File: src/rtl/serframe_pkg.sv
package serframe_pkg;

  // bit 0 = sync ... bit 5 = mp (first field is the MSB)
  typedef struct packed {
    logic mp;
    logic two_stop;
    logic par_odd;
    logic par_en;
    logic seven;
    logic sync;
  } frame_cfg_t;

  localparam int CFG_W = 6;

  typedef enum logic [1:0] {
    RX_IDLE  = 2'd0,
    RX_START = 2'd1,
    RX_BITS  = 2'd2
  } rx_state_e;

endpackage

File: src/rtl/serframe_sync.sv
module serframe_sync #(
  parameter int   STAGES  = 2,
  parameter logic RST_VAL = 1'b1
) (
  input  logic clk,
  input  logic rst,
  input  logic d,
  output logic q
);
  logic [STAGES-1:0] chain;

  always_ff @(posedge clk) begin
    if (rst) chain <= {STAGES{RST_VAL}};
    else     chain <= {chain[STAGES-2:0], d};
  end

  assign q = chain[STAGES-1];
endmodule

File: src/rtl/serframe_tx.sv
module serframe_tx
  import serframe_pkg::*;
#(
  parameter int DATA_W = 8,
  parameter int OSR    = 16
) (
  input  logic              clk,
  input  logic              rst,
  input  frame_cfg_t        cfg,
  input  logic              os_tick,
  input  logic              tx_valid,
  input  logic [DATA_W-1:0] tx_data,
  input  logic              tx_mpb,
  output logic              tx_ready,
  output logic              txd,
  output logic              sclk,
  output logic              smp_stb
);
  localparam int TW      = $clog2(OSR);
  localparam int FRAME_W = DATA_W + 4;
  localparam int CW      = $clog2(FRAME_W + 1);
  localparam int HALF    = OSR / 2 - 1;

  logic [FRAME_W-1:0] frame_c, shreg;
  logic [CW-1:0]      nbits_c, nbits_q, bit_q;
  logic [TW-1:0]      tick_q;
  logic [DATA_W-1:0]  dmask;
  logic               busy, sync_q, xbit, has_x;
  int                 nd;

  // frame image, bit 0 leaves first
  always_comb begin
    dmask = tx_data;
    if (cfg.seven) dmask[DATA_W-1] = 1'b0;
    xbit    = cfg.mp ? tx_mpb : ((^dmask) ^ cfg.par_odd);
    has_x   = cfg.mp || cfg.par_en;
    nd      = cfg.seven ? DATA_W - 1 : DATA_W;
    frame_c = '1;
    if (cfg.sync) begin
      frame_c[DATA_W-1:0] = tx_data;
      nbits_c = CW'(DATA_W);
    end else begin
      frame_c[0] = 1'b0;
      for (int i = 0; i < DATA_W; i++)
        if (i < nd) frame_c[1+i] = tx_data[i];
      if (has_x) frame_c[1+nd] = xbit;
      nbits_c = CW'(2 + nd + int'(has_x) + int'(cfg.two_stop));
    end
  end

  always_ff @(posedge clk) begin
    if (rst) begin
      busy    <= 1'b0;
      txd     <= 1'b1;
      sclk    <= 1'b1;
      smp_stb <= 1'b0;
      shreg   <= '1;
      tick_q  <= '0;
      bit_q   <= '0;
      nbits_q <= '0;
      sync_q  <= 1'b0;
    end else begin
      smp_stb <= 1'b0;
      if (!busy) begin
        if (tx_valid) begin
          busy    <= 1'b1;
          txd     <= frame_c[0];
          shreg   <= {1'b1, frame_c[FRAME_W-1:1]};
          tick_q  <= '0;
          bit_q   <= '0;
          nbits_q <= nbits_c;
          sync_q  <= cfg.sync;
          if (cfg.sync) sclk <= 1'b0;
        end
      end else if (os_tick) begin
        if (tick_q == TW'(OSR - 1)) begin
          tick_q <= '0;
          if (bit_q == nbits_q - CW'(1)) begin
            busy <= 1'b0;
            txd  <= 1'b1;
            sclk <= 1'b1;
          end else begin
            bit_q <= bit_q + CW'(1);
            txd   <= shreg[0];
            shreg <= {1'b1, shreg[FRAME_W-1:1]};
            if (sync_q) sclk <= 1'b0;
          end
        end else begin
          tick_q <= tick_q + TW'(1);
          if (sync_q && tick_q == TW'(HALF)) begin
            sclk    <= 1'b1;
            smp_stb <= 1'b1;
          end
        end
      end
    end
  end

  assign tx_ready = !busy;
endmodule

File: src/rtl/serframe_rx.sv
module serframe_rx
  import serframe_pkg::*;
#(
  parameter int DATA_W = 8,
  parameter int OSR    = 16
) (
  input  logic              clk,
  input  logic              rst,
  input  logic              sync_mode,
  input  logic              seven,
  input  logic              par_en,
  input  logic              par_odd,
  input  logic              mp,
  input  logic              os_tick,
  input  logic              rxd,
  input  logic              smp_stb,
  output logic              rx_valid,
  output logic [DATA_W-1:0] rx_data,
  output logic              rx_mpb,
  output logic              rx_perr,
  output logic              rx_ferr
);
  localparam int TW   = $clog2(OSR);
  localparam int IW   = $clog2(DATA_W + 2);
  localparam int HALF = OSR / 2 - 1;

  rx_state_e         st;
  logic              rx_s, prev, xbit, has_x;
  logic [TW-1:0]     tick;
  logic [IW-1:0]     idx, nd;
  logic [DATA_W-1:0] sh;

  serframe_sync #(.STAGES(2), .RST_VAL(1'b1)) u_sync (
    .clk(clk), .rst(rst), .d(rxd), .q(rx_s)
  );

  always_comb begin
    nd    = seven ? IW'(DATA_W - 1) : IW'(DATA_W);
    has_x = mp || par_en;
  end

  always_ff @(posedge clk) begin
    if (rst) begin
      st       <= RX_IDLE;
      prev     <= 1'b1;
      tick     <= '0;
      idx      <= '0;
      sh       <= '0;
      xbit     <= 1'b0;
      rx_valid <= 1'b0;
      rx_data  <= '0;
      rx_mpb   <= 1'b0;
      rx_perr  <= 1'b0;
      rx_ferr  <= 1'b0;
    end else begin
      rx_valid <= 1'b0;
      rx_perr  <= 1'b0;
      rx_ferr  <= 1'b0;
      if (sync_mode) begin
        st   <= RX_IDLE;
        prev <= 1'b1;
        if (smp_stb) begin
          sh <= {rx_s, sh[DATA_W-1:1]};
          if (idx == IW'(DATA_W - 1)) begin
            idx      <= '0;
            rx_valid <= 1'b1;
            rx_data  <= {rx_s, sh[DATA_W-1:1]};
            rx_mpb   <= 1'b0;
          end else begin
            idx <= idx + IW'(1);
          end
        end
      end else if (os_tick) begin
        prev <= rx_s;
        case (st)
          RX_IDLE: begin
            if (prev && !rx_s) begin
              st   <= RX_START;
              tick <= '0;
            end
          end
          RX_START: begin
            if (tick == TW'(HALF)) begin
              tick <= '0;
              if (rx_s) begin
                st <= RX_IDLE;
              end else begin
                st  <= RX_BITS;
                idx <= '0;
                sh  <= '0;
              end
            end else begin
              tick <= tick + TW'(1);
            end
          end
          RX_BITS: begin
            if (tick == TW'(OSR - 1)) begin
              tick <= '0;
              if (idx < nd) begin
                sh  <= {rx_s, sh[DATA_W-1:1]};
                idx <= idx + IW'(1);
              end else if (has_x && idx == nd) begin
                xbit <= rx_s;
                idx  <= idx + IW'(1);
              end else begin
                st       <= RX_IDLE;
                idx      <= '0;
                rx_valid <= 1'b1;
                rx_ferr  <= !rx_s;
                rx_data  <= seven ? (sh >> 1) : sh;
                rx_mpb   <= mp ? xbit : 1'b0;
                rx_perr  <= par_en && !mp && (xbit != ((^sh) ^ par_odd));
              end
            end else begin
              tick <= tick + TW'(1);
            end
          end
          default: st <= RX_IDLE;
        endcase
      end
    end
  end
endmodule

File: src/rtl/serframe_xcvr.sv
module serframe_xcvr
  import serframe_pkg::*;
#(
  parameter int DATA_W = 8,
  parameter int OSR    = 16
) (
  input  logic              clk,
  input  logic              rst,
  input  logic [CFG_W-1:0]  frame_cfg,
  input  logic              os_tick,
  input  logic              tx_valid,
  input  logic [DATA_W-1:0] tx_data,
  input  logic              tx_mpb,
  output logic              tx_ready,
  output logic              txd,
  output logic              sclk,
  input  logic              rxd,
  output logic              rx_valid,
  output logic [DATA_W-1:0] rx_data,
  output logic              rx_mpb,
  output logic              rx_perr,
  output logic              rx_ferr
);
  frame_cfg_t cfg;
  logic       smp_stb;

  assign cfg = frame_cfg_t'(frame_cfg);

  serframe_tx #(.DATA_W(DATA_W), .OSR(OSR)) u_tx (
    .clk(clk), .rst(rst), .cfg(cfg), .os_tick(os_tick),
    .tx_valid(tx_valid), .tx_data(tx_data), .tx_mpb(tx_mpb),
    .tx_ready(tx_ready), .txd(txd), .sclk(sclk), .smp_stb(smp_stb)
  );

  serframe_rx #(.DATA_W(DATA_W), .OSR(OSR)) u_rx (
    .clk(clk), .rst(rst), .sync_mode(cfg.sync), .seven(cfg.seven),
    .par_en(cfg.par_en), .par_odd(cfg.par_odd), .mp(cfg.mp),
    .os_tick(os_tick), .rxd(rxd), .smp_stb(smp_stb),
    .rx_valid(rx_valid), .rx_data(rx_data), .rx_mpb(rx_mpb),
    .rx_perr(rx_perr), .rx_ferr(rx_ferr)
  );
endmodule

File: config.mk
export PLATFORM = sky130hd
export DESIGN_NAME = serframe_xcvr
export DESIGN_NICKNAME = d
export VERILOG_FILES = /design/src/rtl/serframe_pkg.sv /design/src/rtl/serframe_sync.sv /design/src/rtl/serframe_tx.sv /design/src/rtl/serframe_rx.sv /design/src/rtl/serframe_xcvr.sv
export SDC_FILE = /design/constraint.sdc
export NUM_CORES = 1
export LEC_CHECK = 0
export CORE_MARGIN = 1.5
export CORE_UTILIZATION = 65
export CTS_BUF_LIST = sky130_fd_sc_hd__clkbuf_4 sky130_fd_sc_hd__clkbuf_8
export DETAILED_ROUTE_END_ITERATION = 12
export DONT_BUFFER_PORTS = 1
export PLACE_DENSITY = 0.87
export RECOVER_POWER = 25
export SYNTH_ARGS = -nofsm -noshare
export SYNTH_HDL_FRONTEND = slang
export SYNTH_HIERARCHICAL = 1
export SYNTH_SLANG_ARGS = --single-unit
File: constraint.sdc
create_clock -name clk -period 3.3 [get_ports clk]
set_input_delay 0.495 -clock clk [delete_from_list [all_inputs] [get_ports clk]]
set_output_delay 0.495 -clock clk [all_outputs]
set_load 0.05 [all_outputs]
==> results of run 1 <==
==> critical path: cells and delay by family, from the launching register on <==
family	cells	cell delay, ps
AOI/OAI and AO/OA	3	1010
and+or+nand+nor	2	430
DFF	1	340
adders and majority gates	1	340
==> layer usage <==
metal	GRT usage (%)	wire length, microns	vias to the layer above
met5	0	0	-
met4	13.1	143	0
met3	5.89	326	16
met2	44.3	3390	68
met1	31.9	3040	1341
li1	-	-	1373
==> power by group <==
| group | total (mW) | internal (mW) | leakage (nW) | switching, mW |
|---|---|---|---|---|
| Clock | 0.660 | 0.352 | 0.104 | 0.308 |
| Combinational | 0.137 | 0.0631 | 0.701 | 0.0736 |
| Sequential | 0.766 | 0.741 | 0.487 | 0.0246 |
==> metrics by stage <==
step,setup slack (ps),cell area [sq um],util [%],hold slack [ps],std cells
6_report,1060,3550,70.4,219,449
5_1_grt,840,3550,70.4,205,449
2_1_floorplan,1270,3380,-,383,378
3_3_place_gp,957,3350,66.5,393,433
3_5_place_dp,920,3350,66.5,394,433
4_1_cts,1060,3550,70.4,201,449
==> final timing paths <==
path                                            from                   end  depth (start not counted)
worst min-delay path                             rst             u_rx/xbit                          1
worst min register to register  u_rx/u_sync/chain[0]  u_rx/u_sync/chain[1]                          1
worst max-delay path                     u_rx/idx[3]           u_rx/idx[2]                          6
worst max register to register           u_rx/idx[3]           u_rx/idx[2]                          6
==> area by class of cell <==
cell class                 count  area, sq um
clock buffer                   9          124
clock inverter                 7         75.1
fill                         382         1490
inverter                      13         48.8
multi-input combinational    289         2010
sequential                    60         1200
tap                           70         87.6
timing repair buffer           1         7.51
==> synthesized netlist by cell type (all sizes together), types with 2 or more instances <==
library cell and instances:
o211ai 2, nand2 25, or2 2, clkbuf 10, nand4 2, a22oi 4, and2 3, nor2 38
and4b 2, nand3b 4, nor2b 6, nand3 14, a31oi 5, o2111ai 2, nor3b 6, mux2i 11
ha 14, buf 5, a21oi 21, a22o 12, xnor2 19, o21ai 18, nand2b 3, inv 13
a2111oi 2, dfxtp 60, xnor3 2, a211oi 2, a21boi 4, nor3 22, a311oi 8, and3 3
xor2 5, a211o 8, o31ai 3, nor4 2
==> sequential cells by signal, summed over array words and instances (netlist names), 2 cells and up <==
register,count
u_rx/st,2
u_rx/sh,8
u_rx/tick,4
u_rx/u_sync/chain,2
u_tx/nbits_q,4
u_rx/idx,4
u_tx/tick_q,4
u_rx/rx_data,8
u_tx/shreg,9
u_tx/bit_q,4
==> cells by family (layout without fill, tap and decap cells) <==
group	count (synthesis)	in the layout	share of synthesized area, %
and+or+nand+nor	138	138	21.3
DFF	60	60	35.6
buffers and inverters	29	30	4.96
muxes	12	12	3.59
xor gates and xnor gates	26	26	7.56
AOI/OAI and AO/OA	98	98	21.3
adders and majority gates	15	15	5.78
==> cell usage in the layout, fill, tap and decap left out, drive strengths merged, types with 4 or more instances in the layout <==
master,instances
nor2,38
nand3b,4
mux2i,11
nand2,25
a31oi,5
a22o,12
a21boi,4
a22oi,4
clkinv,5
o21ai,18
a21oi,21
xnor2,19
nor3b,6
dfxtp,60
ha,14
nor2b,6
clkbuf,9
a311oi,8
a211o,8
nor3,22
xor2,5
nand3,14
inv,14
==> metrics.txt, run 1 <==
RePlAce Congestion=approximately 0.88; share of cells above drive strength 1=8.18%; DIE AREA=0.00564 sq mm; final hold violations=0; core area=just over 0.005 sq mm; Cells after Synth=378; CP Max Fanout=6; hold buffers post-CTS=0; Synth top area share=35.6%; worst-case clock buffer depth=2; CP cell instances=ha_1 > a21oi_1 > and2_1 > a221oi_1 > nor3_1 > a22o_1; worst skew pair latency=340 ps; slowest cell on the critical path=a221oi_1; Critical Path End Type=register; GR Util All Layers=26.4%; Least-Margin Pin Slew=736 ps; P&R area growth vs syn=5.19%; worst setup path class=register to register; Boundary Pins=35; pwr dens=~440 mW/mm^2; relative slew slack=~51%; Final Power=between 1.5 and 2 mW; Worst Hold Class=input pin to register; RSZ-0062 raised after global routing=no; Initial Utilization=roughly two thirds; Syn Std Cell Area=approximately 0.0034 sq mm; H-tree depth=3; min Tclk post-route=2240 ps; WP data arrival=2470 ps; status=finished, final reports clean; Tcrit/Tclk final=between 60 and 70%; Root Driver=clkbuf_8; final net count=slightly above 400; port bufs=0; HPWL Detailed=4780 microns; first-pass GRT wire length=11300 microns; syn nets=413; Post-synth EDFFs=0; ys flop type=dfxtp_1; largest cells by area after synthesis=dfxtp_1 36%, ha_1 5.2%, xnor2_1 4.9%; largest net degree at the start of global routing=55; max cap viols=0; total gr overflow=0; synth warn=6; Routed WL per cell=15.3 microns; FF-to-FF setup slack=1060 ps; number of global-route vias before repair=between 2000 and 3000; vias=2798; cell taking the most area after synthesis=dfxtp_1; via/cell ratio=6.23; Req. time, crit path=3530 ps; antenna violations before repair=0; Peak Freq=446 MHz; DRC=0; CTS resizes=0; worst vdd ir=roughly 330 uV; drt first pass iters=4; # diodes=0; Post-CTS Setup Inserts=0; final setup TNS=0 ps; asr flop ratio synth=0%; post-synthesis sequential area ratio=35.6%; TritonCTS Buffers=9; post-route ant nets=0; CTS tree=built; Setup Skew=roughly 10 ps; CP max stage delay=560 ps; Slew Viols, Final=0; Horiz. Die Dim=about 75 microns; Reg clk slew, reported paths=approximately 70 ps; Clock Sinks=60; number of DRC markers in iteration 0=approximately 200; Synth cell types=64; LEAKAGE=around 1.3 nW; DRT Wirelength=between 6000 and 7000 microns; endpoints failing setup=0; critical path launch point type=register; synthesized flop and latch total=60; Chip Height=around 75 microns; Post-Syn Area per Cell=roughly 8.9 sq um; FP Rows=26
Note: power is estimated with default switching activity, not from simulation.
==> run 2: changes to the inputs <==
--- a/config.mk
+++ b/config.mk
@@ -5,6 +5,7 @@
 export SDC_FILE = /design/constraint.sdc
 export NUM_CORES = 1
 export LEC_CHECK = 0
+export ABC_AREA = 1
 export CORE_MARGIN = 1.5
 export CORE_UTILIZATION = 65
 export CTS_BUF_LIST = sky130_fd_sc_hd__clkbuf_4 sky130_fd_sc_hd__clkbuf_8
==> constraint.sdc (replaced) <==
create_clock -name clk -period 2.22 [get_ports clk]
set_input_delay 0.333 -clock clk [delete_from_list [all_inputs] [get_ports clk]]
set_output_delay 0.333 -clock clk [all_outputs]
set_load 0.05 [all_outputs]
==> metrics.txt, run 2 <==
multi-input combinational cell area=0.00226 sq mm (+13%); syn nets=600 (+45%); RePlAce Congestion=0.911 (+3.7%); DRC=0 (unchanged); Boundary Pins=35 (unchanged); Post-CTS Setup Inserts=0 (unchanged); vias=3593 (+28%); CP Max Fanout=17 (+11); Critical Path End Type=register; CTS tree=built; Setup Skew=5.63 ps (-4.57 ps); Synth cell types=48 (-25%); commonest non-fill, non-tap cell in the layout=nand2_1; hold buffers post-CTS=0 (unchanged); relative slew slack=58.6% (+7.8 points); GR Util All Layers=29.4% (+2.9 points); endpoints failing setup=0 (unchanged); Tcrit/Tclk final=86.6% (+19 points); ys flop type=dfxtp_1; final setup TNS=0 ps (unchanged); most frequent cells in the layout=154 x nand2_1, 63 x inv_1, 62 x nor2_1; asr flop ratio synth=0% (unchanged); min Tclk post-route=1920 ps (-319 ps); CTS resizes=0 (unchanged); worst setup path class=register to register; Biggest register=u_tx/shreg; Req. time, crit path=2430 ps (-1100 ps); post-route ant nets=0 (unchanged); H-tree depth=3 (unchanged); top cells by instance count after synthesis=153 x nand2_1, 63 x inv_1, 62 x nor2_1, 60 x dfxtp_1, 51 x nand3_1; number of global-route vias before repair=3400 (+33%); status=finished, final reports clean; Horiz. Die Dim=80.4 microns (+7.1%); Post-DP Area=0.00385 sq mm (+15%); WP data arrival=2140 ps (-330 ps); Design Area, Final=0.00405 sq mm (+14%); sequential cell area=0.00120 sq mm (unchanged); via/cell ratio=5.62 (-9.8%); share of cells above drive strength 1=10.8% (+2.6 points); worst skew pair latency=350 ps (about the same); Synth top area share=30.8% (-4.7 points); Worst Hold Class=input pin to register; Post-Syn Area per Cell=6.89 sq um (-23%); Initial Utilization=66.6% (-0.40 points); P&R area growth vs syn=3.89%; DRT Wirelength=8650 microns (+26%); Crit path max-delay family=simple AND/OR/NAND/NOR gates; Routed WL per cell=13.5 microns (-12%); Regs by FF count=u_tx/shreg (9), u_rx/rx_data (8), u_rx/sh (8); final hold violations=0 (unchanged); slowest cell on the critical path=dfxtp_1; drt first pass iters=5 (+1); Syn Std Cell Area=0.00389 sq mm (+15%); filler cell count in the final layout=504 (+32%); synth warn=6 (unchanged); DIE AREA=0.00647 sq mm (+15%); port bufs=0 (unchanged); Cells after Synth=565 (+49%); number of DRC markers in iteration 0=251 (+26%); synthesized flop and latch total=60 (unchanged); cell taking the most area after synthesis=dfxtp_1; CP max stage delay=530 ps (-30 ps); top-count cell post-synth=nand2_1; # diodes=0 (unchanged); CP Buf/Inv Count=4 (+4); CP cell instances=inv_2 > nand2_1 > inv_1 > nor2_1 > inv_1 > nand3_4 > inv_1 > nand2_1 > nand3_1; total gr overflow=0 (unchanged); post-synthesis sequential area ratio=30.8% (-4.7 points); Chip Height=80.4 microns (+7.1%); largest cells by area after synthesis=dfxtp_1 31%, nand2_1 15%, nand3_1 6.6%; worst-case clock buffer depth=2 (unchanged); FP Rows=28 (+7.7%); LEAKAGE=1.90 nW (+47%); HPWL Detailed=6290 microns (+31%); largest net degree at the start of global routing=22 (-60%); max cap viols=0 (unchanged); Root Driver=clkbuf_8; RSZ-0062 raised after global routing=no; first-pass GRT wire length=14700 microns (+30%); antenna violations before repair=0 (unchanged); critical path's most frequent cell=inv_1; TritonCTS Buffers=9 (unchanged); Reg clk slew, reported paths=70 ps (about the same); worst vdd ir=404 uV (+23%); Post-synth EDFFs=0 (unchanged); max reg flops=9 (unchanged); final net count=594 (+45%); pwr dens=631 mW/mm^2 (+43%); Least-Margin Pin Slew=618 ps (-118 ps); Clock Sinks=60 (unchanged); Peak Freq=520 MHz (+17%); core area=0.00585 sq mm (+16%); Slew Viols, Final=0 (unchanged); critical path launch point type=register
-- run 2: cell types whose count changed in the layout (fill, tap and decap cells not counted), moves of 17 or more --
cell,delta
nand3_1,+39
a21oi_2,+17
nand2_1,+129
nor3_1,-18
nor2_1,+24
inv_1,+50
-- run 2: cells by family after synthesis --
kind of cell,Yosys count,share of synthesized area [%]
compound gates,74,12.2
flops,60,30.8
xor+xnor,21,4.72
mux,5,1.28
buf+inv,88,11.0
fa+ha+maj,15,5.01
simple gates,302,35.0
-- run 2: layer usage --
metal / global-route usage (%) / up-vias / part of all wire (%)
li1: - / 1801 / -
met1: 33.3 / 1667 / 42
met2: 49.3 / 106 / 49
met3: 11.0 / 19 / 6.4
met4: 12.2 / 0 / 2.2
met5: 0 / - / 0
-- run 2: report_power, final --
group / internal [mW] / switching, mW
registers: 1.12 / 0.0563
logic: 0.147 / 0.251
clock network: 0.554 / 0.424
total: 1.82 / 0.731
-- run 2: worst paths after layout --
| check | start | endpoint | slack, ps | cells after the start |
|---|---|---|---|---|
| setup / recovery | u_tx/busy | u_tx/shreg[0] | 300 | 9 |
| hold / removal | rst | u_tx/bit_q[3] | 40 | 1 |
| setup reg to reg | u_tx/busy | u_tx/shreg[0] | 300 | 9 |
| hold reg to reg | u_rx/u_sync/chain[0] | u_rx/u_sync/chain[1] | 460 | 2 |
-- run 2: final cells by class --
class | count | area share (%)
repair buffers | 3 | 0.557
clock buffers | 12 | 3.62
clock inverters | 4 | 1.24
flip-flops and latches | 60 | 29.7
multi-input cells | 417 | 56.0
well taps | 75 | 2.32
inverters | 68 | 6.62
-- run 2: per-stage QoR --
stage,hold WS (ps),setup WS [ps],cells,util (%),total power [mW]
6_report,41.6,298,639,69.2,2.55
5_1_grt,16.5,133,639,69.2,2.69
4_1_cts,23.0,307,639,69.2,2.57
2_1_floorplan,387,590,565,-,1.55
3_5_place_dp,400,296,623,65.8,1.59
3_3_place_gp,400,425,623,65.8,1.58
